<file path="src/rtl/pflash_pkg.sv">
package pflash_pkg;

    typedef enum logic [1:0] {
        ST_CLOSED = 2'd0,
        ST_RAND   = 2'd1,
        ST_PAGE   = 2'd2,
        ST_OPEN   = 2'd3
    } rd_state_t;

    // Whole clock cycles covering a time in ns, at least one.
    function automatic int ns_to_cycles(input int t_ns, input int period_ns);
        int c;
        c = (t_ns + period_ns - 1) / period_ns;
        if (c < 1) c = 1;
        return c;
    endfunction

endpackage

</file>
<file path="src/rtl/pflash_wait_timer.sv">
module pflash_wait_timer #(
    parameter int W = 3
) (
    input  logic         clk,
    input  logic         rst_n,
    input  logic         load,
    input  logic [W-1:0] load_cycles,
    output logic         done
);
    logic [W-1:0] cnt_q;

    // Loaded with N-1 on entry to a wait, so done rises in the Nth cycle.
    always_ff @(posedge clk or negedge rst_n) begin
        if (!rst_n) begin
            cnt_q <= '0;
        end else if (load) begin
            cnt_q <= load_cycles - W'(1);
        end else if (cnt_q != '0) begin
            cnt_q <= cnt_q - W'(1);
        end
    end

    assign done = (cnt_q == '0);
endmodule

</file>
<file path="src/rtl/pflash_idle_timer.sv">
module pflash_idle_timer #(
    parameter int LIMIT = 16,
    parameter int W     = 4
) (
    input  logic clk,
    input  logic rst_n,
    input  logic run,
    output logic expire
);
    generate
        if (LIMIT == 0) begin : g_never
            assign expire = 1'b0;
        end else begin : g_count
            logic [W-1:0] cnt_q;

            always_ff @(posedge clk or negedge rst_n) begin
                if (!rst_n) begin
                    cnt_q <= '0;
                end else if (!run) begin
                    cnt_q <= '0;
                end else if (cnt_q != W'(LIMIT - 1)) begin
                    cnt_q <= cnt_q + W'(1);
                end
            end

            assign expire = run && (cnt_q == W'(LIMIT - 1));
        end
    endgenerate
endmodule

</file>
<file path="src/rtl/pflash_page_tag.sv">
module pflash_page_tag #(
    parameter int TAG_W = 20
) (
    input  logic             clk,
    input  logic             rst_n,
    input  logic             set,
    input  logic             clear,
    input  logic [TAG_W-1:0] set_tag,
    input  logic [TAG_W-1:0] probe_tag,
    output logic             hit
);
    logic [TAG_W-1:0] tag_q;
    logic             valid_q;

    always_ff @(posedge clk or negedge rst_n) begin
        if (!rst_n) begin
            tag_q   <= '0;
            valid_q <= 1'b0;
        end else if (clear) begin
            valid_q <= 1'b0;
        end else if (set) begin
            tag_q   <= set_tag;
            valid_q <= 1'b1;
        end
    end

    assign hit = valid_q && (tag_q == probe_tag);
endmodule

</file>
<file path="src/rtl/pflash_rd_ctrl.sv">
module pflash_rd_ctrl #(
    parameter int ADDR_W    = 23,
    parameter int DATA_W    = 16,
    parameter int PAGE_BITS = 3,
    parameter int CLK_NS    = 10,
    parameter int T_ACC_NS  = 55,
    parameter int T_PAGE_NS = 20,
    parameter int T_OE_NS   = 25,
    parameter int IDLE_CYC  = 16
) (
    input  logic              clk,
    input  logic              rst_n,
    input  logic              req_valid,
    output logic              req_ready,
    input  logic [ADDR_W-1:0] req_addr,
    output logic              rsp_valid,
    output logic [DATA_W-1:0] rsp_data,
    output logic              fl_ce_n,
    output logic              fl_oe_n,
    output logic              fl_we_n,
    output logic [ADDR_W-1:0] fl_addr,
    input  logic [DATA_W-1:0] fl_dq
);
    import pflash_pkg::*;

    localparam int T_FULL_NS = (T_ACC_NS > T_OE_NS) ? T_ACC_NS : T_OE_NS;
    localparam int RAND_CYC  = ns_to_cycles(T_FULL_NS, CLK_NS);
    localparam int PAGE_CYC  = ns_to_cycles(T_PAGE_NS, CLK_NS);
    localparam int WAIT_W    = $clog2(RAND_CYC + 1);
    localparam int IDLE_W    = (IDLE_CYC > 2) ? $clog2(IDLE_CYC) : 1;
    localparam int TAG_W     = ADDR_W - PAGE_BITS;

    rd_state_t         state_q, state_d;
    logic              accept;
    logic              wait_load;
    logic [WAIT_W-1:0] wait_len;
    logic              wait_done;
    logic              idle_run;
    logic              idle_expire;
    logic              page_hit;
    logic              tag_set;
    logic              tag_clr;
    logic              capture;
    logic [ADDR_W-1:0] addr_q;
    logic [DATA_W-1:0] rsp_data_q;
    logic              rsp_valid_q;

    assign accept   = req_valid && req_ready;
    assign capture  = ((state_q == ST_RAND) || (state_q == ST_PAGE)) && wait_done;
    assign idle_run = (state_q == ST_OPEN) && !accept;

    pflash_wait_timer #(.W(WAIT_W)) u_wait (
        .clk         (clk),
        .rst_n       (rst_n),
        .load        (wait_load),
        .load_cycles (wait_len),
        .done        (wait_done)
    );

    pflash_idle_timer #(.LIMIT(IDLE_CYC), .W(IDLE_W)) u_idle (
        .clk    (clk),
        .rst_n  (rst_n),
        .run    (idle_run),
        .expire (idle_expire)
    );

    pflash_page_tag #(.TAG_W(TAG_W)) u_tag (
        .clk       (clk),
        .rst_n     (rst_n),
        .set       (tag_set),
        .clear     (tag_clr),
        .set_tag   (addr_q[ADDR_W-1:PAGE_BITS]),
        .probe_tag (req_addr[ADDR_W-1:PAGE_BITS]),
        .hit       (page_hit)
    );

    // State register.
    always_ff @(posedge clk or negedge rst_n) begin
        if (!rst_n) state_q <= ST_CLOSED;
        else        state_q <= state_d;
    end

    // Next state and timer/tag control.
    always_comb begin
        state_d   = state_q;
        wait_load = 1'b0;
        wait_len  = WAIT_W'(RAND_CYC);
        tag_set   = 1'b0;
        tag_clr   = 1'b0;
        unique case (state_q)
            ST_CLOSED: begin
                if (accept) begin
                    state_d   = ST_RAND;
                    wait_load = 1'b1;
                end
            end
            ST_RAND, ST_PAGE: begin
                if (wait_done) begin
                    state_d = ST_OPEN;
                    tag_set = 1'b1;
                end
            end
            ST_OPEN: begin
                if (accept) begin
                    wait_load = 1'b1;
                    if (page_hit) begin
                        state_d  = ST_PAGE;
                        wait_len = WAIT_W'(PAGE_CYC);
                    end else begin
                        state_d = ST_RAND;
                    end
                end else if (idle_expire) begin
                    state_d = ST_CLOSED;
                    tag_clr = 1'b1;
                end
            end
            default: state_d = ST_CLOSED;
        endcase
    end

    // Strobes and handshake follow the state.
    always_comb begin
        fl_ce_n   = (state_q == ST_CLOSED);
        fl_oe_n   = (state_q == ST_CLOSED);
        fl_we_n   = 1'b1;
        req_ready = (state_q == ST_CLOSED) || (state_q == ST_OPEN);
    end

    // Address latch and read data capture.
    always_ff @(posedge clk or negedge rst_n) begin
        if (!rst_n) begin
            addr_q      <= '0;
            rsp_data_q  <= '0;
            rsp_valid_q <= 1'b0;
        end else begin
            if (accept) addr_q <= req_addr;
            if (capture) rsp_data_q <= fl_dq;
            rsp_valid_q <= capture;
        end
    end

    assign fl_addr   = addr_q;
    assign rsp_data  = rsp_data_q;
    assign rsp_valid = rsp_valid_q;
endmodule

</file>
<file path="config.mk">
export PLATFORM = sky130hd
export DESIGN_NAME = pflash_rd_ctrl
export DESIGN_NICKNAME = d
export VERILOG_FILES = /design/src/rtl/pflash_pkg.sv /design/src/rtl/pflash_wait_timer.sv /design/src/rtl/pflash_idle_timer.sv /design/src/rtl/pflash_page_tag.sv /design/src/rtl/pflash_rd_ctrl.sv
export SDC_FILE = /design/constraint.sdc
export NUM_CORES = 1
export LEC_CHECK = 0
export CAP_MARGIN = 10
export CORE_MARGIN = 2
export CORE_UTILIZATION = 47
export CTS_CLUSTER_DIAMETER = 80
export CTS_CLUSTER_SIZE = 20
export DETAILED_ROUTE_END_ITERATION = 8
export PLACE_DENSITY = 0.85
export SKIP_CTS_REPAIR_TIMING = 1
export SLEW_MARGIN = 10
export SYNTH_ARGS = -nofsm -noshare
export SYNTH_HDL_FRONTEND = slang
export SYNTH_SLANG_ARGS = --single-unit
</file>
<file path="constraint.sdc">
create_clock -name clk -period 2.7 [get_ports clk]
set_input_delay 0.27 -clock clk [delete_from_list [all_inputs] [get_ports clk]]
set_output_delay 0.27 -clock clk [all_outputs]
set_load 0.02 [all_outputs]
</file>
Word level (Yosys, flattened, before mapping)
Cells that the tools add are included.

storage, ports and cells
  flip-flop bits (word level) = 70
  input port bits = 42
  output and inout bits = 44

cells by class
  $add $sub $neg = 3
  equality and inequality tests = 10
  muxes and demuxes = 22
  bitwise gates (word level) = 1
  reduce and logical (&&, ||, !) cells = 17

operators with widths
  kind                                                                     number
  20-bit == test                                                           1
  3-bit two-way mux                                                        5
  2-bit two-way mux                                                        5
  1-bit two-way mux                                                        9
  4-bit two-way mux                                                        2
  2-bit case mux with 3 select lines                                       1
  3-bit by 1-bit subtractor with 3-bit output, second input constant       2
  1-bit logical AND                                                        5
  4-bit by 1-bit adder with 4-bit output, second input constant            1
  2-bit == test, second input constant                                     2
  4-bit == test, second input constant                                     1
  2-bit inequality test, second input constant                             2
  4-bit inequality test, second input constant                             1
  2-bit nonzero test                                                       2
  2-bit OR reduction                                                       2
  3-bit zero test                                                          1
  3-bit inequality test, second input constant                             1
  3-bit AND reduction                                                      1
  3-bit nonzero test                                                       1
  2-bit by 1-bit == test with 1-bit output, second input constant          1
  2-bit zero test                                                          1
  1-bit logical OR                                                         2
  2-bit by 1-bit inequality test with 1-bit output, second input constant  1
  2-bit AND reduction                                                      1
  other kinds (2)                                                          2

Depth between registers and ports, before layout
  depth in word-level cells = 11
  gate-level depth with buffers = 10

Cells and area by module
A second synthesis with hierarchy kept.

second synthesis, totals
  cells, all modules = 222
  area, all modules = 3,094.2 um2

by module, submodules not included
  module             times used  cells an instance  area an instance (um2)
  pflash_rd_ctrl     1           110                1,709.1
  pflash_page_tag    1           73                 998.5
  pflash_idle_timer  1           20                 212.7
  pflash_wait_timer  1           19                 173.9

Worst setup path before layout
Ideal clock, no wire load.

  path type = register -> register
  start = register state_q[0]
  end = register u_wait.cnt_q[2]
  library setup time = 0.124 ns
  arrival = 1.997 ns
  path slack = 0.579 ns
  stages on the path, launching flop included = 11
  clock period less this slack = 2.121 ns
  cells stage by stage = dfrtp_1 inv_1 ha_1 nor2b_1 clkbuf_1 clkbuf_1 nor2_1 ha_1 nand3_1 nor4_1 a211o_1

on the way
  cells in the longest elaborated chain, start to end = 7
  elaborated cells on any way between the ends = 12
  classes of those cells = add/sub: 1; eq/ne: 1; mux: 5; reduce/logical: 5

ends and longest elaborated chain
  what                                              RTL line                                     RTL
  from (decl)                                       pflash_rd_ctrl.sv:33                         rd_state_t state_q, state_d;
  from (signal assigned)                            pflash_rd_ctrl.sv:80                         else state_q <= state_d;
  2-bit == test or 2-bit zero test (tied branches)  pflash_rd_ctrl.sv:90, pflash_rd_ctrl.sv:126
  1-bit logical OR                                  pflash_rd_ctrl.sv:126                        req_ready = (state_q == ST_CLOSED) || (state_q == ST_OPEN);
  1-bit logical AND                                 pflash_rd_ctrl.sv:48                         assign accept = req_valid && req_ready;
  3-bit two-way mux                                 pflash_rd_ctrl.sv:104                        if (accept) begin
  3-bit two-way mux                                 pflash_rd_ctrl.sv:90                         unique case (state_q)
  3-bit by 1-bit subtractor with 3-bit output       pflash_wait_timer.sv:17                      cnt_q <= load_cycles - W'(1);
  3-bit two-way mux                                 pflash_wait_timer.sv:16                      end else if (load) begin
  to (signal assigned)                              pflash_wait_timer.sv:17
  to (signal assigned)                              pflash_wait_timer.sv:19                      cnt_q <= cnt_q - W'(1);
  to (decl)                                         pflash_wait_timer.sv:10                      logic [W-1:0] cnt_q;

Several ways; a longest one is shown, not always the timed one.
A chain may end at the register's enable or synchronous reset.

Final worst setup path
  start = register state_q[0]
  end = output req_ready

on the way
  cells in the longest elaborated chain, start to end = 2
  elaborated cells on any way between the ends = 3
  classes of those cells = eq/ne: 1; reduce/logical: 2

ends and longest elaborated chain
  what                                              RTL line               RTL
  2-bit == test or 2-bit zero test (tied branches)  pflash_rd_ctrl.sv:126
  1-bit logical OR (*)                              pflash_rd_ctrl.sv:126
  to (decl)                                         pflash_rd_ctrl.sv:14   output logic req_ready,

Mark *: on every way between the ends. The rest lies on a longest branch, timed or not.

==> out/qor.yml <==
die:
  fp.coreArea_um2: 6280
  rows: 29
  die-area_um2: 7090
  ios: 86
  die_w_um: 84.2
  die_y_um: 84.2
  initial_core_util_pct: 48.2
placed_design:
  gp_congestion: 0.795
  place_inst: 425
  dp_hpwl_um: 4600
  portBuffers: 84
critical_path:
  timing.critical_path.mode_cell: "inv_1"
  cp_slowest_cell: "clkdlybuf4s50_1"
  required_ns: 2.43
  end_kind: "output port"
  worstPathMaxFanout: 5
  arrival_ns: 1.90
  max_stage_delay_ns: 0.62
  r2r_cells: 5
  path_delay_family: "buffers and inverters"
  path_class: "reg2out"
  startpoint_type: "flip-flop"
  crit_buf_inv: 3
  worst-path-stages: 4
  path_cells: "inv_1 > ha_1 > inv_1 > clkdlybuf4s50_1"
routing:
  vias: 2255
  wl_um: 6380
  drt-initial-drc-count: 125
  drt-vias-per-instance: 5.13
  drc: 0
  final_antenna_net_count: 0
  dr.pass1.iters: 4
  routedWlPerCell_um: 14.5
clocking:
  clock_latency_ns: 0.33
  clockBufferDepth: 2
  cts_inserted_buffers: 9
  clk_pin_slew_worst_paths_ns: 0.07
  cts_sinks: 70
  cts-root-buf: "clkbuf_8"
  htreeDepth: 3
  tritoncts: "yes"
status:
  status: "finished with violations"
  violations: "negative hold slack"
global_route:
  antenna_found_initial: 0
  grt_pass1_vias: 2371
  grt_start_max_net_pins: 35
  track_usage_pct: 19.3
  grt.overflow.total: 0
  grt_first_pass_wirelength_um: 10800
timing:
  finalHoldViolCount: 4
  skew_ns: 0.00490
  tightest_slew_ns: 0.738
  fin_crit_sh_pct: 80.2
  grt_setup_unrepaired: "false"
  setup_tns_ns: 0
  hold_ws_ns: -0.00241
  slew_viol_final: 0
  setup_viol: 0
  relSlewSlack_pct: 50.8
  max_freq_ghz: 0.462
  period_needed_ns: 2.17
job:
  maxCapViolCount: 0
synth:
  syn_nets: 314
  synth_top_area_share_pct: 57.9
  ys_seq_elements: 70
  synth_warnings: 0
  ys_types: 33
  synth_area_leaders: "dfrtp_1 58%, mux2_2 14%, nand2_1 9.2%, xor2_1 2.9%, xnor2_1 2.6%"
  ys_seq_area_share_pct: 57.9
  netlist_area_um2: 3020
  avgSynthCellArea_um2: 11.3
  yosysTopAreaCell: "dfrtp_1"
  synth_cells: 268
power_and_ir_drop:
  peakVddDrop_mv: 0.633
  p_leak_nw: 1.91
  p_per_area_nw_per_um2: 1210
final_layout:
  diodes: 0
  area_growth_pct: 37.1
  num-fill-cells: 481
  drive_gt1_share_pct: 17.9
  nets: 405
  finalNonFillerCells: 440
min_path:
  hp-class: "in2async"
## per-stage QoR
step / utilization [%] / power [mW] / setup WS, ns / instance area [um2]
2_1_floorplan: - / 3.27 / 0.579 / 3020
3_3_place_gp: 63.3 / 4.21 / 0.313 / 3970
3_5_place_dp: 63.3 / 4.32 / 0.284 / 3970
4_1_cts: 66.0 / 5.08 / 0.530 / 4150
5_1_grt: 66.0 / 5.36 / 0.454 / 4150
6_report: 66.0 / 5.02 / 0.534 / 4150
## cell families (layout without fill, tap and decap cells)
group	after synthesis	in the layout	share of synthesized area, %
mux	38	38	14.1
xor+xnor	20	20	6.04
fa+ha+maj	4	4	1.66
flops	70	70	57.9
simple gates	107	107	15.3
buf+inv	14	109	2.11
other cells	1	1	0.124
compound gates	14	14	2.77
## power breakdown
group | switching (mW) | internal, mW | total, mW
clock | 0.369 | 0.373 | 0.742
combinational | 1.20 | 1.22 | 2.42
sequential | 0.314 | 1.54 | 1.85
total | 1.89 | 3.13 | 5.02
## synth_stat cells (all sizes together)
cell type and count:
nor3b 1, or4 2, nand2b 3, nor4 3, mux2 37, conb 1
o22a 1, mux2i 1, inv 4, a211o 1, nand4 2, a21o 1
buf 5, nand3 5, xor2 10, ha 4, a21oi 4, nor2b 1
xnor2 10, nand2 74, a31oi 1, dfrtp 70, nor2 10, and3 1
a22oi 1, o21ai 5, nor3 4, or3 1, clkbuf 5
## final timing paths
kind                                       from                      end  slack (ns)
worst max-delay path                 state_q[0]                req_ready        0.53
worst min-delay path                      rst_n  u_idle.g_count.cnt_q[3]      -0.002
worst max register to register  u_tag.tag_q[17]          u_wait.cnt_q[2]        0.64
worst min register to register       fl_addr[1]               fl_addr[1]        0.48
max in group asynchronous                 rst_n              fl_addr[12]        1.97
min in group clk                    req_addr[2]               fl_addr[2]        0.46
## registers in the layout (all words and copies together), names as in the netlist
register,cells
state_q,2
rsp_data,16
fl_addr,23
rsp_valid,1
u_idle.g_count.cnt_q,4
u_tag.tag_q,20
u_tag.valid_q,1
u_wait.cnt_q,3
## cell usage in the layout, fill, tap and decap left out, types with 5 or more instances in the layout
cell type        instances
xnor2_1                  9
buf_4                    5
dfrtp_1                 70
mux2_2                  37
clkdlybuf4s50_1         83
nor2_1                   9
nand3_1                  5
nand2_1                 74
xor2_1                  10
clkbuf_8                11
## layer usage
| metal | up-vias | track usage (%) | routed length [um] |
|---|---|---|---|
| li1 | 1076 | - | - |
| met1 | 1109 | 23.2 | 2660 |
| met2 | 55 | 32.1 | 3310 |
| met3 | 15 | 5.11 | 252 |
| met4 | 0 | 9.68 | 157 |
| met5 | - | 0 | 0 |
## final cells by class
type                            instances  area, um2  share of cell area (%)
Clock inverter                          4       22.5                   0.543
Inverter                                4       15.0                   0.362
Clock buffer                           11        151                    3.65
Timing Repair Buffer                   90        893                    21.6
Tap cell                               77       96.3                    2.32
Multi-Input combinational cell        184       1210                    29.3
Sequential cell                        70       1750                    42.3
Power figures use the tool's default switching activity.
